==> src/rtl/mog_pkg.sv <==
package mog_pkg;

    parameter int unsigned MOG_TAG_W = 4;
    parameter int unsigned MOG_DOM_W = 2;

    typedef enum logic [1:0] {
        ORD_FREE  = 2'd0,
        ORD_REL   = 2'd1,
        ORD_ACQ   = 2'd2,
        ORD_FENCE = 2'd3
    } ord_class_e;

    typedef struct packed {
        ord_class_e             cls;
        logic                   seq;
        logic [MOG_DOM_W-1:0]   dom;
        logic [MOG_TAG_W-1:0]   tag;
        logic                   issued;
    } mog_entry_t;

    // the entry must wait for all older entries to complete
    function automatic logic waits_older(ord_class_e c);
        return (c == ORD_REL) || (c == ORD_FENCE);
    endfunction

    // the entry holds back every younger entry until it completes
    function automatic logic holds_younger(ord_class_e c);
        return (c == ORD_ACQ) || (c == ORD_FENCE);
    endfunction

endpackage

==> src/rtl/mog_pick.sv <==
module mog_pick #(
    parameter int unsigned N = 8,
    localparam int unsigned IDX_W = (N > 1) ? $clog2(N) : 1
) (
    input  logic [N-1:0]     req,
    output logic             any,
    output logic [IDX_W-1:0] idx
);
    always_comb begin
        idx = '0;
        for (int k = N - 1; k >= 0; k--) begin
            if (req[k]) idx = IDX_W'(k);
        end
        any = |req;
    end
endmodule

==> src/rtl/mog_elig.sv <==
module mog_elig
    import mog_pkg::*;
#(
    parameter int unsigned DEPTH = 8,
    localparam int unsigned CNT_W = $clog2(DEPTH + 1)
) (
    input  mog_entry_t [DEPTH-1:0] q,
    input  logic [CNT_W-1:0]       cnt,
    output logic [DEPTH-1:0]       elig
);
    for (genvar i = 0; i < DEPTH; i++) begin : g_ent
        logic blk;
        always_comb begin
            blk = waits_older(q[i].cls) && (i != 0);
            for (int j = 0; j < i; j++) begin
                if (holds_younger(q[j].cls)) blk = 1'b1;
                if (q[i].seq && q[j].seq && !q[j].issued && (q[j].dom == q[i].dom))
                    blk = 1'b1;
            end
        end
        assign elig[i] = (CNT_W'(i) < cnt) && !q[i].issued && !blk;
    end
endmodule

==> src/rtl/mem_order_gate.sv <==
module mem_order_gate
    import mog_pkg::*;
#(
    parameter int unsigned DEPTH = 8
) (
    input  logic                 clk,
    input  logic                 rst,
    input  logic                 disp_valid,
    output logic                 disp_ready,
    input  logic [1:0]           disp_class,
    input  logic                 disp_seq,
    input  logic [MOG_DOM_W-1:0] disp_dom,
    input  logic [MOG_TAG_W-1:0] disp_tag,
    input  logic                 done_valid,
    input  logic [MOG_TAG_W-1:0] done_tag,
    output logic                 iss_valid,
    output logic [MOG_TAG_W-1:0] iss_tag,
    output logic                 stray_err
);
    localparam int unsigned IDX_W = (DEPTH > 1) ? $clog2(DEPTH) : 1;
    localparam int unsigned CNT_W = $clog2(DEPTH + 1);

    mog_entry_t [DEPTH-1:0] q, q_mark, q_n;
    logic [CNT_W-1:0]       cnt, cnt_after, cnt_n;
    logic [DEPTH-1:0]       elig, hit_vec;
    logic                   elig_any, hit_any, disp_fire;
    logic [IDX_W-1:0]       pick_idx, hit_idx;

    mog_elig #(.DEPTH(DEPTH)) u_elig (
        .q    (q),
        .cnt  (cnt),
        .elig (elig)
    );

    mog_pick #(.N(DEPTH)) u_pick_issue (
        .req (elig),
        .any (elig_any),
        .idx (pick_idx)
    );

    for (genvar i = 0; i < DEPTH; i++) begin : g_hit
        assign hit_vec[i] = done_valid && (CNT_W'(i) < cnt) && q[i].issued
                            && (q[i].tag == done_tag);
    end

    mog_pick #(.N(DEPTH)) u_pick_done (
        .req (hit_vec),
        .any (hit_any),
        .idx (hit_idx)
    );

    assign disp_ready = (cnt < CNT_W'(DEPTH));
    assign disp_fire  = disp_valid && disp_ready;
    assign iss_valid  = elig_any;
    assign iss_tag    = q[pick_idx].tag;
    assign stray_err  = done_valid && !hit_any;

    always_comb begin
        q_mark = q;
        if (elig_any) q_mark[pick_idx].issued = 1'b1;

        q_n = q_mark;
        if (hit_any) begin
            for (int i = 0; i < DEPTH - 1; i++) begin
                if (IDX_W'(i) >= hit_idx) q_n[i] = q_mark[i+1];
            end
            q_n[DEPTH-1] = '0;
        end

        cnt_after = cnt - CNT_W'(hit_any);
        if (disp_fire) begin
            q_n[cnt_after[IDX_W-1:0]] = '{
                cls:    ord_class_e'(disp_class),
                seq:    disp_seq,
                dom:    disp_dom,
                tag:    disp_tag,
                issued: 1'b0
            };
        end
        cnt_n = cnt_after + CNT_W'(disp_fire);
    end

    always_ff @(posedge clk) begin
        if (rst) begin
            cnt <= '0;
            q   <= '0;
        end else begin
            cnt <= cnt_n;
            q   <= q_n;
        end
    end
endmodule

==> config.mk <==
export PLATFORM = sky130hd
export DESIGN_NAME = mem_order_gate
export DESIGN_NICKNAME = d
export VERILOG_FILES = /design/src/rtl/mog_pkg.sv /design/src/rtl/mog_pick.sv /design/src/rtl/mog_elig.sv /design/src/rtl/mem_order_gate.sv
export SDC_FILE = /design/constraint.sdc
export NUM_CORES = 1
export LEC_CHECK = 0
export CAP_MARGIN = 25
export CELL_PAD_IN_SITES_DETAIL_PLACEMENT = 2
export CELL_PAD_IN_SITES_GLOBAL_PLACEMENT = 2
export CORE_MARGIN = 8
export CORE_UTILIZATION = 32
export DETAILED_ROUTE_END_ITERATION = 16
export GPL_ROUTABILITY_DRIVEN = 0
export PLACE_DENSITY = 0.81
export SLEW_MARGIN = 30
export SYNTH_ARGS = -nofsm -noshare
export SYNTH_HDL_FRONTEND = slang
export SYNTH_HIERARCHICAL = 1
export SYNTH_SLANG_ARGS = --single-unit
export TNS_END_PERCENT = 10
==> constraint.sdc <==
create_clock -name clk -period 3.9 [get_ports clk]
set_clock_uncertainty 0.1 [all_clocks]
set_input_delay 0.39 -clock clk [delete_from_list [all_inputs] [get_ports clk]]
set_output_delay 0.39 -clock clk [all_outputs]
set_load 0.05 [all_outputs]
# Word-level counts from Yosys, hierarchy flattened

Cells that the tools add are included.

$add $sub $neg: 2
Reduce and logical (&&, ||, !) cells: 159
Eq/ne operators: 58
Multiplexer cells: 90
Magnitude comparators: 20

Operators by type and width:

| cell               | count |
|---|---|
| $mux 80            | 3 |
| $bwmux 80          | 2 |
| $logic_and 1x1->1  | 127 |
| $mux 10            | 8 |
| $demux 10 s3       | 2 |
| $mux 1             | 57 |
| $eq 2x2->1         | 28 |
| $mux 3             | 16 |
| $eq 4x4->1         | 8 |
| $bmux 10 s3        | 1 |
| $eq 2x2->1 const B | 15 |
| $logic_not 1->1    | 16 |
| $lt 3x4->1 const A | 4 |
| $reduce_or 8->1    | 2 |
| $eq 2x1->1 const B | 7 |
| $logic_or 1x1->1   | 14 |
| $ge 3x3->1 const A | 3 |
| $lt 1x4->1 const A | 2 |
| $lt 2x4->1 const A | 2 |
| $lt 3x4->1 const B | 2 |
| $ge 1x3->1 const A | 2 |
| $ge 2x3->1 const A | 2 |
| $ge 3x1->1 const B | 2 |
| $mux 5             | 1 |
| other kinds (3)    | 3 |

Bits of input ports: 17
Bits in registers: 84
Output and inout bits: 7
Word-level logic and storage cells: 370

# Longest topological paths before layout

Gate-level depths: netlist (run 1).

Word-level depth: 36
Gate-level depth with buffers: 13
Gate-level depth less buffers: 11

# Cells and area by module

Netlist (run 1), hierarchy kept.

Modules (own cells, without submodules):

| module         | cells an instance | instances | area each (µm²) | sequential area each (µm²) |
|---|---|---|---|---|
| mem_order_gate | 589               | 1         | 5183.7          | 1681.6 |
| mog_elig       | 156               | 1         | 1107.3          | 0.0 |
| mog_pick       | 13                | 2         | 81.3            | 0.0 |

# Worst setup path after synthesis (run 1)

OpenSTA, ideal clock, no wires.

Path kind: register to output
Start: register q[15] (netlist name)
End: output port iss_tag[0]
Path slack: 0.098 ns
Buffers on the path: 2
Arrival: 3.312 ns
Cell stages (with the launch flop): 12
Data required time: 3.410 ns
Cell sequence: dfxtp_1 buf_2 inv_1 o32ai_1 a21boi_0 o2111a_1 inv_1 a21oi_1 o41ai_1 buf_6 mux4_2 mux2_2

Elaborated cells on any way between the ends: 75
Classes of those cells: eq/ne: 7; mux: 47; reduce/logical: 21

RTL lines:

| what                         | line                 | text |
|---|---|---|
| $eq 2x2->1                   | mog_elig.sv:17       | `if (q[i].seq && q[j].seq && !q[j].issued && (q[j].dom == q[i].dom))` |
| $logic_and 1x1->1            | mog_elig.sv:17       |  |
| $mux 1                       | mog_elig.sv:17       |  |
| $mux 1                       | mog_elig.sv:16       | `if (holds_younger(q[j].cls)) blk = 1'b1;` |
| $mux 1                       | mog_elig.sv:17       |  |
| $mux 1                       | mog_elig.sv:16       |  |
| $mux 1                       | mog_elig.sv:17       |  |
| $mux 1                       | mog_elig.sv:16       |  |
| [2 not listed]               | --                   |  |
| $mux 1                       | mog_elig.sv:17       |  |
| $logic_not 1->1              | mog_elig.sv:21       | `assign elig[i] = (CNT_W'(i) < cnt) && !q[i].issued && !blk;` |
| $logic_and 1x1->1            | mog_elig.sv:21       |  |
| via elig[6]                  | mem_order_gate.sv:25 | `logic [DEPTH-1:0] elig, hit_vec;` |
| $mux 3 (7 in a row)          | mog_pick.sv:12       | `if (req[k]) idx = IDX_W'(k);` |
| via pick_idx[0]              | mem_order_gate.sv:27 | `logic [IDX_W-1:0] pick_idx, hit_idx;` |
| $bmux 10 s3                  | mem_order_gate.sv:55 | `assign iss_tag = q[pick_idx].tag;` |
| $mux 5 (implied by the code) | mem_order_gate.sv:55 |  |
| end: declaration             | mem_order_gate.sv:17 | `output logic [MOG_TAG_W-1:0] iss_tag,` |

The timed path passes the listed nets, and every way through them passes these cells. The select of a mux whose other input is x is not followed.

# Worst setup path after layout (run 1)

Start: register q[78] (netlist name)
End: output port iss_tag[2]

Cells in the longest elaborated chain, start to end: 28
Elaborated cells on any way between the ends: 29
Classes of those cells: eq/ne: 2; mux: 24; reduce/logical: 3

RTL lines:

| what                                            | line                 | text |
|---|---|---|
| $eq 2x1->1 / $eq 2x2->1 (equally long branches) | mog_pkg.sv:23        | `return (c == ORD_REL) \|\| (c == ORD_FENCE);` |
| $logic_or 1x1->1 (*)                            | mog_pkg.sv:23        |  |
| $mux 1 (*)                                      | mog_elig.sv:16       |  |
| $mux 1 (*)                                      | mog_elig.sv:17       |  |
| $mux 1 (*)                                      | mog_elig.sv:16       |  |
| $mux 1 (*)                                      | mog_elig.sv:17       |  |
| $mux 1 (*)                                      | mog_elig.sv:16       |  |
| $mux 1 (*)                                      | mog_elig.sv:17       |  |
| [7 not listed]                                  | --                   |  |
| $mux 1 (*)                                      | mog_elig.sv:17       |  |
| $logic_not 1->1 (*)                             | mog_elig.sv:21       |  |
| $logic_and 1x1->1 (*)                           | mog_elig.sv:21       |  |
| via elig[7]                                     | mem_order_gate.sv:25 |  |
| $mux 3 (*) (8 in a row)                         | mog_pick.sv:12       |  |
| via pick_idx[0]                                 | mem_order_gate.sv:27 |  |
| $bmux 10 s3 (*)                                 | mem_order_gate.sv:55 |  |
| $mux 5 (implied by the code) (*)                | mem_order_gate.sv:55 |  |

Mark *: on every way through the listed nets, which the timed path passes. The rest lies on a longest branch. The select of a mux whose other input is x is not followed.

==> results of run 1 <==
[state kept, by name (all words and copies together) (netlist names)]
name and flops:
q 79, cnt 4
[cell type report]
class | count | area (um^2) | area share [%]
Multi-Input combinational cell | 580 | 4370 | 57.6
Clock inverter | 5 | 67.6 | 0.891
Sequential cell | 83 | 1690 | 22.2
Timing Repair Buffer | 98 | 822 | 10.8
Clock buffer | 11 | 253 | 3.33
Inverter | 14 | 52.6 | 0.693
Tap cell | 265 | 332 | 4.37
[power by group]
| part | switching [mW] | internal (mW) |
|---|---|---|
| sequential | 0.0680 | 0.884 |
| combinational | 0.366 | 0.239 |
| clock | 0.421 | 0.541 |
| total | 0.854 | 1.67 |
[routing by layer]
metal	up-vias	share of wire, %
met5	-	0
met2	261	50
met1	3508	42
met3	72	5.6
met4	0	2.6
li1	2901	-
[what timing repair did]
action	in CTS	in global routing
hold buffers	0	0
pin swaps	4	1
endpoints found under the setup margin	6	39
cloned	0	0
gates resized for setup	23	25
[worst max-delay path: stages, from the launching register on]
cell and delay (ps):
dfxtp_2 350, nor4_4 320, nand4b_1 220, a311oi_2 240, o221a_1 310, a21oi_1 120, o41ai_2 210, buf_4 260
mux4_2 540, mux2_2 290, buf_4 190
[cells in the final DEF (no fill, tap or decap), types with 5 or more instances in the layout]
master           count
a21oi_1             18
a311oi_1            29
a311oi_2            36
a31oi_1              5
and3_1               6
buf_4               74
buf_6                5
clkbuf_16            9
clkdlybuf4s50_1     17
dfxtp_1             65
dfxtp_2             17
inv_1               13
mux2_2               5
mux4_2               8
nand2_1             81
nand2b_1             6
nand3_1             56
nand4_1             13
nor2_1              19
nor2b_1             11
nor3_1              71
nor3_2               5
nor4_1               7
nor4_2               5
o211ai_2             9
o21ai_0             28
o21ai_1              6
xnor2_1             55
xor2_1              18
[path summary, 6_finish.rpt]
path / startpoint / endpoint / slack (ps) / cells after the start
min reg2reg: q[79] / q[79] / 390 / 2
max reg2reg: cnt[3] / q[9] / 100 / 13
min: q[79] / q[79] / 390 / 2
max: q[78] / iss_tag[2] / -30 / 10
[through the flow]
step / std cells / TNS [ps] / util [%]
after global placement: 1040 / 0 / 36.4
after CTS: 1056 / -49.8 / 38.4
after detailed placement: 1040 / -14960 / 36.4
final: 1056 / -32.9 / 38.9
after global routing: 1056 / -615 / 38.9
after floorplan: 766 / 0 / -
==> impl_results.md, run 1 <==
* HP Class: register to register
* Tcrit/Tclk final at 101%
* Clock latency on the worst-skew pair at ~370 ps
* Synthesized Nets at 787
* Met1 usage at roughly 30%
* Largest net degree at the start of global routing at 60
* Worst EP arrival at 3440 ps
* M3 GR Usage at 4.33%
* Final #Nets at 807
* Die H at between 150 and 200 um
* Num rows at a little over 50
* DRT antenna net count at 0
* Grt ovf at 0
* N_diodes at 0
* Synth Warn # at 6
* Peak VDD IR at about 0.21 mV
* Achievable Freq at about 250 MHz
* Die Wd at roughly 160 um
* Dpl hpwl at roughly 21 mm
* TritonCTS clock tree: built
* Final setup margin at -32.9 ps
* WS Path Type: register to output port
* Overall Global Routing Usage at around a quarter
* Status: complete, but fails checks
* DR DRC count at 0
* Post-route cell area at between 7000 and 8000 um^2
* Vias at between 6000 and 7000
* Setup WS pre-CTS at -343 ps
* Slew HR at between 40% and 50%
* DR vias/cell at 6.38
* Synth Area per Inst at about 8.4 um^2
* Reg clk slew, reported paths at 70 ps
* RSZ-0062 raised after global routing: yes
* Fin. Hold Viols at 0
* Antenna violations before repair at 0
* Slew Viols, Final at 0
* Nature of the critical path endpoint: output port
* Total of max-cap violations at 0
* Number of global-route vias before repair at roughly 7400
* Req. time, crit path at between 3000 and 4000 ps
* GR Util met2 at 42.0%
* Initial Util at approximately 33%
* Final setup violation count at 1
* Share of cells above drive strength 1 at roughly a quarter
* IO Count at 24
* P_leak at about 2.3 nW
* Critical Path Fanout Max at 7
* Die area at around 25000 um^2
* Violated checks: setup timing
* Clk sinks at 83
* H-tree levels at 3
* Root Driver: clkbuf_16
* Starting DRT DRC Count at between 600 and 700
* Fillcell total at roughly 2200
* Post CTS Setup Buffer Count at 0
* Design Power at ~2.5 mW
* Area grow syn2layout at 18.4%
* Buffers on Ports at 23
* Synth Instances at roughly 770
* First-pass GRT wire length at about 46 mm
* Num CTS Buffers at 9
* Routed WL at 29.8 mm
* CP startpoint kind: register
* Slew @ Worst Pin at between 700 and 800 ps
* Core ar. at slightly below 20000 um^2
* DR WL/cell at roughly 28 um
* Pwr per Cell Area at between 300 and 400 nW/um^2
* GRT Max-Usage Layer: met2
* Post-synthesis instance area at around 6400 um^2
* Placed cell areas at ~7100 um^2
* Clock buffer depth at 2
* Final Critical Period at 3930 ps
* Min Hold Slack at roughly 390 ps
* First-pass DRT Iterations at 5
Note: power is estimated with default switching activity, not from simulation.
==> run 2: changes to the inputs <==
Settings changed: CORE_MARGIN 8 to 1, CTS_BUF_LIST from default to sky130_fd_sc_hd__clkbuf_8.
==> run 2 against run 1 <==
Compared with the run above:
- the flow still finishes with violations (setup timing)
- first-iteration DRC count down 26%
- global-route usage up 4.0 points
- clock power down 29%
- fmax down 3.8%
- register-to-register slack worse by 200 ps
==> impl_results.md, run 2 (same netlist as run 1, synthesis figures left out) <==
* Worst R2R Start: cnt[0]
* Vias at 6827 (+1.3%)
* Area grow syn2layout at 16.6%
* Slew Viols, Final at 0 (unchanged)
* Num rows at 51 (unchanged)
* Antenna violations before repair at 0 (unchanged)
* WHS Path Cells at 2 (unchanged)
* Min Hold Slack at 407 ps (+19.4 ps)
* Clock buffer depth at 2 (unchanged)
* Worst EP arrival at 4210 ps (+770 ps)
* DR WL/cell at 27.9 um (-1.0%)
* Max reg flops at 79 (unchanged)
* Sw Pwr at 0.808 mW (-5.4%)
* Final #Nets at 803 (-0.50%)
* Clock latency on the worst-skew pair at 400 ps (+30 ps)
* Clk sinks at 83 (unchanged)
* Die area at 20600 um^2 (-17%)
* DR vias/cell at 6.49 (+1.6%)
* Starting DRT DRC Count at 495 (-26%)
* Req. time, crit path at 4020 ps (+610 ps)
* Most common cell after layout, fill and taps aside: nand2_1
* CP startpoint kind: primary input
* Clock power frac at 30.4% (-7.8 points)
* Reg area at 1700 um^2 (+0.52%)
* TritonCTS clock tree: built
* Hold Path Origin: q[79]
* Final setup violation count at 4 (+3)
* Fillcell total at 2174 (+0.51%)
* Overall Global Routing Usage at 28.2% (+4.0 points)
* Status: complete, but fails checks
* Worst hold endpoint: q[79]
* Post-route cell area at 7470 um^2 (-1.5%)
* Root Driver: clkbuf_8
* Achievable Freq at 245 MHz (-3.8%)
* WS Path Type: primary input to register
* N_diodes at 0 (unchanged)
* Total of max-cap violations at 0 (unchanged)
* Pwr per Cell Area at 302 nW/um^2 (-9.2%)
* Die Wd at 143 um (-8.9%)
* Peak VDD IR at 0.166 mV (-22%)
* IO Count at 24 (unchanged)
* First-pass GRT wire length at 43.4 mm (-4.6%)
* Core ar. at 19500 um^2 (unchanged)
* Critical Path Fanout Max at 18 (+11)
* Internal power at 1.45 mW (-13%)
* Largest net degree at the start of global routing at 66 (+10%)
* Num CTS Buffers at 9 (unchanged)
* Net Sw Frac at 35.9% (+1.9 points)
* Share of cells above drive strength 1 at 26.6% (about the same)
* Final Critical Period at 4090 ps (+153 ps)
* Final setup margin at -186 ps (-153 ps)
* Top reg by flops: q
* Top flop regs: q (79), cnt (4)
* Placed cell areas at 7040 um^2 (-0.92%)
* Reg clk slew, reported paths at 90 ps (+20 ps)
* Number of global-route vias before repair at 7127 (-3.8%)
* Routed WL at 29.4 mm (-1.4%)
* Max stage delay on crit path at 620 ps (+80 ps)
* First-pass DRT Iterations at 6 (+1)
* Dpl hpwl at 20.9 mm (-1.7%)
* Initial Util at 32.8% (unchanged)
* Slowest CP cell: a2111oi_1
* Crit Reg-Reg Endpoint: q[20]
* HP Class: register to register
* Violated checks: setup timing
* H-tree levels at 3 (unchanged)
* DRT antenna net count at 0 (unchanged)
* CP cell instances: clkdlybuf4s50_1 -> buf_4 -> xnor2_1 -> nand3_1 -> a2111oi_0 -> buf_4 -> nor2_1 -> nand3_1 -> ha_1 -> ha_2 -> xor2_4 -> buf_4 -> nor2_1 -> a2111oi_1
* Slack of the worst reg-to-reg path at -100 ps (-200 ps)
* Setup WS pre-CTS at -364 ps (-21.5 ps)
* Commonest non-fill, non-tap cells in the layout: 81 x nand2_1, 74 x nor3_1, 67 x buf_4, 66 x dfxtp_1
* Most frequent CP cell: buf_4
* P_leak at 2.29 nW (-2.6%)
* Tcrit/Tclk final at 105% (+3.9 points)
* Sequential share of power at 42.3% (+4.5 points)
* Area of the multi-input gates at 4350 um^2 (-0.43%)
* Power share of the combinational group at 27.3% (+3.3 points)
* # hold bufs at CTS at 0 (unchanged)
* Grt ovf at 0 (unchanged)
* Slew HR at 41.6% (-6.1 points)
* Nature of the critical path endpoint: register
* Buffers on Ports at 23 (unchanged)
* RSZ-0062 raised after global routing: yes
* Die H at 143 um (-8.9%)
* Fin. Hold Viols at 0 (unchanged)
* Worst Reg-to-Reg Cells at 11 (-2)
* Slew @ Worst Pin at 876 ps (+91.3 ps)
* Design Power at 2.25 mW (-11%)
* DR DRC count at 0 (unchanged)
run 2: cell count changes in the layout (fill, tap and decap cells not counted), sizes merged:
| cell | change |
|---|---|
| clkbuf | -1 |
| buf | -4 |
| clkinvlp | +1 |
run 2: what timing repair did:
item | 4_1_cts | 5_1_grt
setup endpoints to repair | 8 | 80
resized for setup | 29 | 31
gates cloned | 0 | 0
buffers inserted | 2 | 6
pin swaps | 6 | 8
run 2: metrics by stage:
step,util [%],std cells,TNS [ps]
after floorplan,-,766,0
after global placement,36.1,1028,0
after detailed placement,36.1,1028,-18610
after CTS,37.6,1046,-263
after global routing,38.3,1052,-678
final,38.3,1052,-244
run 2: cell type report:
type	count	share of cell area, %
sequential	83	22.7
timing repair buffer	94	11.2
multi-input combinational	580	58.3
clock buffer	10	1.84
inverter	14	0.703
tap	265	4.44
clock inverter	6	0.854
run 2: worst max path at each step:
stage / from / to / cells after the start / slack [ps]
3_5_place_dp: done_tag[0] / q[23] / 13 / -360
6_report: done_tag[1] / q[20] / 14 / -190
4_1_cts: q[39] / iss_tag[1] / 10 / -80
3_3_place_gp: done_tag[0] / q[23] / 12 / 60
5_1_grt: done_tag[1] / q[20] / 14 / -360
2_1_floorplan: q[15] / iss_tag[0] / 11 / 100
run 2: power groups by stage:
stage | combinational [mW] | clock, mW | sequential [mW]
6_report | 0.615 | 0.685 | 0.953
5_1_grt | 0.641 | 0.717 | 0.957
4_1_cts | 0.588 | 0.693 | 0.949
2_1_floorplan | 0.384 | 0 | 0.930
3_5_place_dp | 0.564 | 0 | 0.967
3_3_place_gp | 0.530 | 0 | 0.963
run 2: worst max-delay path, delay by kind of cell:
| family | cells | cell delay (ps) |
|---|---|---|
| buffers and inverters | 4 | 1190 |
| AOI/OAI and AO/OA | 2 | 1120 |
| adders and majority gates | 2 | 520 |
| and+or+nand+nor | 4 | 430 |
| xor gates and xnor gates | 2 | 540 |
run 2: per-layer routing:
layer | global-route usage, % | wire, um | up-vias | share of wire, %
met4 | 12.4 | 1260 | 0 | 4.3
met2 | 46.5 | 14000 | 334 | 48
met3 | 4.70 | 1980 | 94 | 6.7
li1 | - | - | 2903 | -
met1 | 36.0 | 12200 | 3496 | 41
met5 | 0 | 0 | - | 0
==> run 3: changes to the inputs <==
Clock period 3.9 ns to 4.05 ns, I/O delays scaled along.
==> run 3 against run 2 <==
Compared with the run above:
- the flow still finishes with violations (setup timing)
- via count down 3.3%
- clock power hardly changed
- register-to-register slack gained 330 ps
- wire length fell by 0.70%
- critical endpoint is now iss_tag[1]
- largest power group unchanged
==> impl_results.md, run 3 (same netlist as run 1, synthesis figures left out) <==
* Slew HR at 49.3% (+7.7 points)
* Final #Nets at 797 (-0.75%)
* Tcrit/Tclk final at 102%
* First-pass GRT wire length at 43.4 mm (-0.11%)
* Num rows at 51 (unchanged)
* Buffers on Ports at 23 (unchanged)
* Peak VDD IR at 0.154 mV (-7.1%)
* Worst EP arrival at 3630 ps (-580 ps)
* TritonCTS clock tree: built
* DR WL/cell at 27.9 um (-0.13%)
* Fin. Hold Viols at 0 (unchanged)
* Achievable Freq at between 200 and 250 MHz
* Final Critical Period at about 4100 ps
* Share of cells above drive strength 1 at 24.7% (-1.8 points)
* DR DRC count at 0 (unchanged)
* Top flop regs: q (79), cnt (4)
* Die H at 143 um (unchanged)
* First-pass DRT Iterations at 5 (-1)
* Initial Util at 32.8% (unchanged)
* Final setup violation count at 3 (-1)
* Pwr per Cell Area at 297 nW/um^2 (-1.5%)
* Slew @ Worst Pin at 760 ps (-115 ps)
* Num CTS Buffers at 9 (unchanged)
* CP cell instances: nor4_4 -> nand4b_1 -> a311oi_2 -> o221a_2 -> a21oi_2 -> o41ai_2 -> buf_6 -> mux4_2 -> mux2_4 -> buf_8
* Vias at 6605 (-3.3%)
* Routed WL at 29.2 mm (-0.70%)
* Antenna violations before repair at 0 (unchanged)
* Area grow syn2layout at 14.7%
* Die Wd at 143 um (unchanged)
* Core ar. at 19500 um^2 (unchanged)
* Largest net degree at the start of global routing at 61 (-7.6%)
* IO Count at 24 (unchanged)
* DR vias/cell at 6.31 (-2.7%)
* Clk sinks at 83 (unchanged)
* Req. time, crit path at 3540 ps (-480 ps)
* Slowest CP cell: mux4_2
* Die area at 20600 um^2 (unchanged)
* H-tree levels at 3 (unchanged)
* WS Path Type: register to output port
* DRT antenna net count at 0 (unchanged)
* Root Driver: clkbuf_8
* Overall Global Routing Usage at 28.4% (+0.23 points)
* Setup Total Neg Slack at -233 ps (+10.7 ps)
* Top reg by flops: q
* Max reg flops at 79 (unchanged)
* CP startpoint kind: register
* Most common cell after layout, fill and taps aside: nand2_1
* N_diodes at 0 (unchanged)
* Violated checks: setup timing
* Max stage delay on crit path at 550 ps (-70 ps)
* Nature of the critical path endpoint: output port
* Grt ovf at 0 (unchanged)
* Starting DRT DRC Count at 471 (-4.8%)
* RSZ-0062 raised after global routing: yes
* # hold bufs at CTS at 0 (unchanged)
* Final setup margin at -83.9 ps (+102 ps)
* Clock buffer depth at 2 (unchanged)
* Commonest non-fill, non-tap cells in the layout: 81 x nand2_1, 75 x nor3_1, 70 x dfxtp_1, 65 x buf_4
* Reg clk slew, reported paths at 100 ps (about the same)
* Buf+Inv Stages, Crit Path at 2 (-2)
* P_leak at 2.24 nW (-2.0%)
* Design Power at 2.18 mW (-3.1%)
* Status: complete, but fails checks
* Fillcell total at 2204 (+1.4%)
* HP Class: register to register
* Critical Path Fanout Max at 8 (-10)
* Critical path's top delay family: compound AO/OA/AOI/OAI gates
* Total of max-cap violations at 0 (unchanged)
* Clock latency on the worst-skew pair at 400 ps (about the same)
* Slew Viols, Final at 0 (unchanged)
* Number of global-route vias before repair at 7075 (-0.73%)
* Dpl hpwl at 20.9 mm (about the same)
## run 3: cell count changes in the layout (fill, tap and decap cells not counted), moves of 2 or more
cell             before  now
buf_12                5    1
buf_4                67   65
clkdlybuf4s50_1      17   15
dfxtp_1              66   70
dfxtp_2              12   10
dfxtp_4               5    3
dlymetal6s2s_1        0    2
nand2b_4              2    0
o21ai_1               8    6
## run 3: repair_timing
item | 4_1_cts | 5_1_grt
resized for setup | 16 | 29
setup endpoints to repair | 6 | 49
buffers inserted | 4 | 2
hold endpoints to repair | 0 | 0
pin swaps | 3 | 6
## run 3: cell type report
cell class / count / area, um^2 / share of cell area [%]
Multi-Input combinational cell: 580 / 4320 / 58.8
Sequential cell: 83 / 1690 / 22.9
Timing Repair Buffer: 88 / 747 / 10.2
Tap cell: 265 / 332 / 4.51
Clock buffer: 11 / 151 / 2.06
Clock inverter: 5 / 60.1 / 0.817
Inverter: 14 / 52.6 / 0.715
## run 3: metrics by stage
stage | instance area (um^2) | hold slack [ps] | setup slack (ps) | cells | util (%)
2_1_floorplan | 6410 | 350 | 233 | 766 | -
3_3_place_gp | 6970 | 374 | 23.7 | 1024 | 35.7
3_5_place_dp | 6970 | 387 | -262 | 1024 | 35.7
4_1_cts | 7250 | 401 | -12.3 | 1044 | 37.2
5_1_grt | 7350 | 434 | -116 | 1046 | 37.6
6_report | 7350 | 395 | -83.9 | 1046 | 37.6
## run 3: routing by layer
layer | GRT usage (%) | vias up | routed length, um
met5 | 0 | - | 0
met4 | 11.0 | 0 | 1020
met3 | 4.57 | 74 | 1650
met2 | 47.2 | 244 | 14100
met1 | 36.6 | 3408 | 12400
li1 | - | 2879 | -
## run 3: report_power, final
| group | switching [mW] | internal, mW |
|---|---|---|
| combinational | 0.354 | 0.228 |
| clock | 0.359 | 0.323 |
| sequential | 0.0689 | 0.850 |
## run 3: tightest hold or removal path: stages, from the launching register on
cell and delay (ps):
dfxtp_1 330, o211ai_2 60, a21oi_1 60
## run 3: final timing paths
| path | startpoint | to | slack (ps) | cells after the start |
|---|---|---|---|---|
| setup / recovery | q[19] | iss_tag[1] | -80 | 10 |
| hold / removal | q[79] | q[79] | 400 | 2 |
| setup reg to reg | cnt[2] | q[17] | 230 | 13 |
| hold reg to reg | q[79] | q[79] | 400 | 2 |
